File: src/rtl/nmi_edge_monitor.sv
module nmi_edge_monitor #(
  parameter int ADDR_W      = 8,
  parameter int SYNC_STAGES = 2
) (
  input  logic              clk,
  input  logic              rst_n,
  input  logic              pad_i,
  input  logic [ADDR_W-1:0] addr_i,
  input  logic              wr_en_i,
  input  logic [31:0]       wdata_i,
  output logic [31:0]       rdata_o,
  output logic              irq_o
);
  localparam logic [ADDR_W-1:0] STAT_OFS = ADDR_W'(0);
  localparam logic [ADDR_W-1:0] CFG_OFS  = ADDR_W'(4);
  localparam int PEND_BIT = 31;
  localparam int OVF_BIT  = 30;

  logic [SYNC_STAGES:0] sync_q;
  logic pend_q, ovf_q, rise_en_q, fall_en_q;

  always_ff @(posedge clk or negedge rst_n)
    if (!rst_n) sync_q <= '0;
    else        sync_q <= {sync_q[SYNC_STAGES-1:0], pad_i};

  wire cur  = sync_q[SYNC_STAGES-1];
  wire prev = sync_q[SYNC_STAGES];
  wire evt  = (rise_en_q & cur & ~prev) | (fall_en_q & ~cur & prev);

  wire stat_wr = wr_en_i && addr_i == STAT_OFS;
  wire cfg_wr  = wr_en_i && addr_i == CFG_OFS;

  always_ff @(posedge clk or negedge rst_n)
    if (!rst_n) begin
      pend_q    <= 1'b0;
      ovf_q     <= 1'b0;
      rise_en_q <= 1'b0;
      fall_en_q <= 1'b0;
    end else begin
      if (evt) begin
        pend_q <= 1'b1;
        ovf_q  <= pend_q;
      end else begin
        if (stat_wr && wdata_i[PEND_BIT]) pend_q <= 1'b0;
        if (stat_wr && wdata_i[OVF_BIT])  ovf_q  <= 1'b0;
      end
      if (cfg_wr) begin
        rise_en_q <= wdata_i[0];
        fall_en_q <= wdata_i[1];
      end
    end

  always_comb begin
    rdata_o = '0;
    if (addr_i == STAT_OFS) begin
      rdata_o[PEND_BIT] = pend_q;
      rdata_o[OVF_BIT]  = ovf_q;
    end else if (addr_i == CFG_OFS) begin
      rdata_o[0] = rise_en_q;
      rdata_o[1] = fall_en_q;
    end
  end

  assign irq_o = (pend_q | ovf_q) & (rise_en_q | fall_en_q);

  logic unused_wdata;
  assign unused_wdata = &{1'b0, wdata_i[29:2]};
endmodule

File: config.mk
export PLATFORM = sky130hd
export DESIGN_NAME = nmi_edge_monitor
export DESIGN_NICKNAME = d
export VERILOG_FILES = /design/src/rtl/nmi_edge_monitor.sv
export SDC_FILE = /design/constraint.sdc
export NUM_CORES = 1
export LEC_CHECK = 0
export ABC_CLOCK_PERIOD_IN_PS = 1250
export BUFFER_PORTS_ARGS = -buffer_cell sky130_fd_sc_hd__buf_2
export CORE_UTILIZATION = 27
export DETAILED_ROUTE_END_ITERATION = 10
export HOLD_SLACK_MARGIN = 0.03
export PLACE_DENSITY = 0.84
export SLEW_MARGIN = 0
export SYNTH_ARGS = -nofsm -noshare
export SYNTH_HDL_FRONTEND = slang
export SYNTH_SLANG_ARGS = --single-unit
File: constraint.sdc
create_clock -name clk -period 1.25 [get_ports clk]
set_clock_uncertainty 0.15 [all_clocks]
set_input_delay 0.25 -clock clk [delete_from_list [all_inputs] [get_ports clk]]
set_output_delay 0.25 -clock clk [all_outputs]
set_load 0.02 [all_outputs]
# Word-level counts from Yosys, hierarchy flattened
# Cells that the tools add are included.
[word_totals]
regBits = 7
output_inout_bits = 33
elab_cells = 30
inputBits = 44
[op_classes]
n_eq_ne = 1
bitwise_logic = 10
n_reduce_logical = 7
mux = 7
[op_table]
columns = ["operator", "n"]
rows = [
  ["equality test 8 x 3 -> 1 bit (second input constant)", 1],
  ["logical NOT 8 bit", 1],
  ["2-to-1 mux 2 bit", 3],
  ["bitwise AND 1 bit", 5],
  ["logical AND 1 bit", 4],
  ["2-to-1 mux 1 bit", 4],
  ["nonzero test 2 bit", 2],
  ["bitwise OR 1 bit", 3],
  ["inverter 1 bit", 2],
]

# Logic depth before layout (Yosys ltp)
[logic_depth]
depth_word = 5
mapped_depth = 3
mapped_depth_nobuf = 3

# Worst setup path before layout
# Ideal clock, no wire load.
[synth_timing]
path_kind = "input to output"
start = "input port addr_i[5]"
end = "output port rdata_o[0]"
stages = 3
required_time_ns = 0.850
slack_ns = -0.196
arrival_ns = 1.046
path_buffers = 0
path_cell_list = "nor4_4 -> and3_2 -> and2_1"
[synth_via]
elab_chain_len = 3
word_cells_on_any_way = 4
classes_between = "eq/ne: 1; mux: 2; reduce/logical: 1"
[synth_rtl]
columns = ["item", "line", "text"]
rows = [
  ["from (decl)", "8", "input logic [ADDR_W-1:0] addr_i,"],
  ["equality test 8 x 3 -> 1 bit", "58", "end else if (addr_i == CFG_OFS) begin"],
  ["2-to-1 mux 2 bit", "58", ""],
  ["2-to-1 mux 2 bit (*)", "55", "if (addr_i == STAT_OFS) begin"],
  ["to (decl)", "11", "output logic [31:0] rdata_o,"],
]
# Every way passes the cells marked *; elsewhere a longest branch is shown, timed or not.

# Worst setup path in the final report
[layout_timing]
start = "input port addr_i[4]"
end = "output port rdata_o[1]"
# Same word-level chain as after synthesis.

==> impl_metrics.env <==
export IMPL_min_path_type="in -> reg"
export IMPL_fp_dieW_um=47.6
export IMPL_synth_main_ff_cell="dfrtp_1"
export IMPL_drtPass1Iterations=2
export IMPL_dp_cells=107
export IMPL_synthCells=56
export IMPL_r2r_start="sync_q[1]$_DFF_PN0_"
export IMPL_first_global_vias=375
export IMPL_r2r_end="ovf_q$_DFFE_PN0P_"
export IMPL_rows=16
export IMPL_powerDensity_mw_per_mm2=909
export IMPL_clock_latency_ns=0.24
export IMPL_syn_avg_cell_area_um2=10.0
export IMPL_multi_input_area_um2=322
export IMPL_netlist_area_um2=561
export IMPL_critPathMaxFanout=2
export IMPL_cts_buffer_depth=2
export IMPL_cp_top_family="simple AND/OR/NAND/NOR gates"
export IMPL_worstPathCellList="buf_6 -> nor4_4 -> and3_4 -> and2_4 -> buf_6"
export IMPL_yosys_warnings=0
export IMPL_p_leak_nw=0.417
export IMPL_track_usage_pct=9.74
export IMPL_min_delay_worst_endpoint="fall_en_q$_DFFE_PN0P_"
export IMPL_drv_slew=0
export IMPL_final_seq_area_um2=175
export IMPL_worst_path_largest_cell_delay_ns=0.31
export IMPL_antenna_found_initial=0
export IMPL_cts_root_buf="clkbuf_4"
export IMPL_setup_viol=9
export IMPL_core_mm2=0.00196
export IMPL_wire_per_inst_um=8.75
export IMPL_synth_edff_count=0
export IMPL_dieHeight_um=47.6
export IMPL_drc=0
export IMPL_ys_types=19
export IMPL_cts_sinks=7
export IMPL_crit_slowest_cell="nor4_4"
export IMPL_start_util_pct=28.6
export IMPL_cp_end_kind="primary output"
export IMPL_first_iter_violations=1
export IMPL_io_buffers=20
export IMPL_synth_seq_cells=7
export IMPL_tns_ns=-1.83
export IMPL_r2r_setup_slack_ns=-0.07
export IMPL_grt_max_degree=8
export IMPL_gp_congestion=0.720
export IMPL_final_area_um2=800
export IMPL_clock_fmax_ghz=0.655
export IMPL_hold_viol=0
export IMPL_drt_vias_per_instance=3.59
export IMPL_area_growth_pct=42.6
export IMPL_whs_path_depth=2
export IMPL_cts_max_level=1
export IMPL_path_buf_inv=2
export IMPL_maxCapViolCount=0
export IMPL_crit_arrival_ns=1.13
export IMPL_fin_nets=134
export IMPL_layout_min_cycle_time_ns=1.53
export IMPL_synth_largest_area_cell="buf_4"
export IMPL_fin_util_pct=40.8
export IMPL_cp_common_cell="buf_6"
export IMPL_r2r_cells=3
export IMPL_yosysSeqAreaShare_pct=31.3
export IMPL_synth_top_area_share_pct=37.5
export IMPL_vdd_drop_max_uv=630
export IMPL_status="finished, violations left"
export IMPL_synth_area_leaders="buf_4, dfrtp_1, and3_2"
export IMPL_min_from="wdata_i[1]"
export IMPL_worstSetupPathType="in -> out"
export IMPL_grt_pass1_wl_mm=1.44
export IMPL_synth_most_common_cell="buf_4"
export IMPL_fin_ws_ns=-0.278
export IMPL_drive_gt1_share_pct=47.2
export IMPL_cts_tree="done"
export IMPL_ant_nets=0
export IMPL_rsz0062_at_grt="yes"
export IMPL_min_period_over_period_pct=122
export IMPL_final_instance_count_excl_fill=116
export IMPL_fillCellCount=198
export IMPL_globalRoute_totalOverflow=0
export IMPL_start_kind="primary input"
export IMPL_via_count=417
export IMPL_violations="setup timing"
export IMPL_placed_area_um2=632
export IMPL_io_pins=77
export IMPL_cts_inserted_buffers=3
export IMPL_clk_pin_slew_ns=0.04
export IMPL_diodes=0
export IMPL_critPathRequiredTime_ns=0.85
export IMPL_dieArea_mm2=0.00226
export IMPL_synth_common_cells="buf_4, dfrtp_1, and3_2"
export IMPL_drt_wl_total_mm=1.02
export IMPL_synthArstFlopShare_pct=100
worst max-delay path by stage:
stage	slack, ns	depth (start not counted)	start	endpoint
finish	-0.28	5	addr_i[4]	rdata_o[1]
detailed placement	-0.34	5	addr_i[6]	rdata_o[31]
global route	-0.32	5	addr_i[4]	rdata_o[1]
floorplan	-0.15	3	addr_i[6]	rdata_o[0]
global placement	-0.33	5	addr_i[6]	rdata_o[1]
CTS	-0.29	5	addr_i[5]	rdata_o[1]
cells in the final DEF (no fill, tap or decap), types with 2 or more instances in the layout:
| cell type | Yosys | layout |
|---|---|---|
| and3_4 | 0 | 3 |
| buf_6 | 0 | 11 |
| buf_2 | 0 | 13 |
| and2_4 | 0 | 2 |
| nor4_4 | 1 | 2 |
| dlygate4sd3_1 | 0 | 2 |
| mux2_4 | 0 | 2 |
| clkbuf_4 | 0 | 3 |
| buf_4 | 28 | 4 |
| dfrtp_1 | 7 | 7 |
| conb_1 | 1 | 28 |
logic make-up after synthesis:
family | after synthesis | synth area share, %
buf+inv | 29 | 38.2
simple gates | 12 | 18.5
flops | 7 | 31.3
compound gates | 4 | 5.36
mux | 3 | 6.03
other cells | 1 | 0.669
where the power goes:
group,leakage [nW],internal (W),switching [W]
logic,0.316,0.0000989,0.000137
registers,0.0854,0.000264,0.0000317
clock network,0.0150,0.000121,0.0000735
total,0.417,0.000484,0.000243
repair_timing:
action                                 4_1_cts  5_1_grt
resized for setup                           20        3
pin swaps                                    5        2
setup endpoints to repair                    8        9
endpoints found under the hold margin        8        0
hold buffers                                 2        0
setup buffers                                3        0
gates cloned                                 0        0
final cells by class:
| type | instances | area share [%] |
|---|---|---|
| multi-input cells | 47 | 40.2 |
| repair buffers | 30 | 29.9 |
| flip-flops and latches | 7 | 21.9 |
| inverters | 1 | 0.469 |
| well taps | 27 | 4.23 |
| clock buffers | 4 | 3.29 |
metal layers:
layer	vias to the layer above	routed length (um)	GRT usage (%)
li1	198	-	-
met5	-	0	0
met4	0	0	9.44
met1	190	335	7.60
met3	0	56	2.64
met2	29	623	18.6
per-stage QoR:
stage	total power, W	setup slack (ns)	hold WS, ns
finish	0.000727	-0.278	0.0844
global route	0.000789	-0.317	0.0781
CTS	0.000717	-0.292	0.0660
detailed placement	0.000483	-0.343	-0.0672
global placement	0.000474	-0.325	-0.0689
floorplan	0.000485	-0.154	-0.196
state kept, by name, summed over array words and instances (netlist names):
signal and cells:
sync_q 3, fall_en_q 1, ovf_q 1, pend_q 1, rise_en_q 1
worst reg2reg max path, cell delays in order, from the launching register on:
cell     delay, ns
dfrtp_1       0.36
nand2_1       0.06
o21ai_0       0.29
mux2_4        0.33
(Power assumes the default switching activity.)
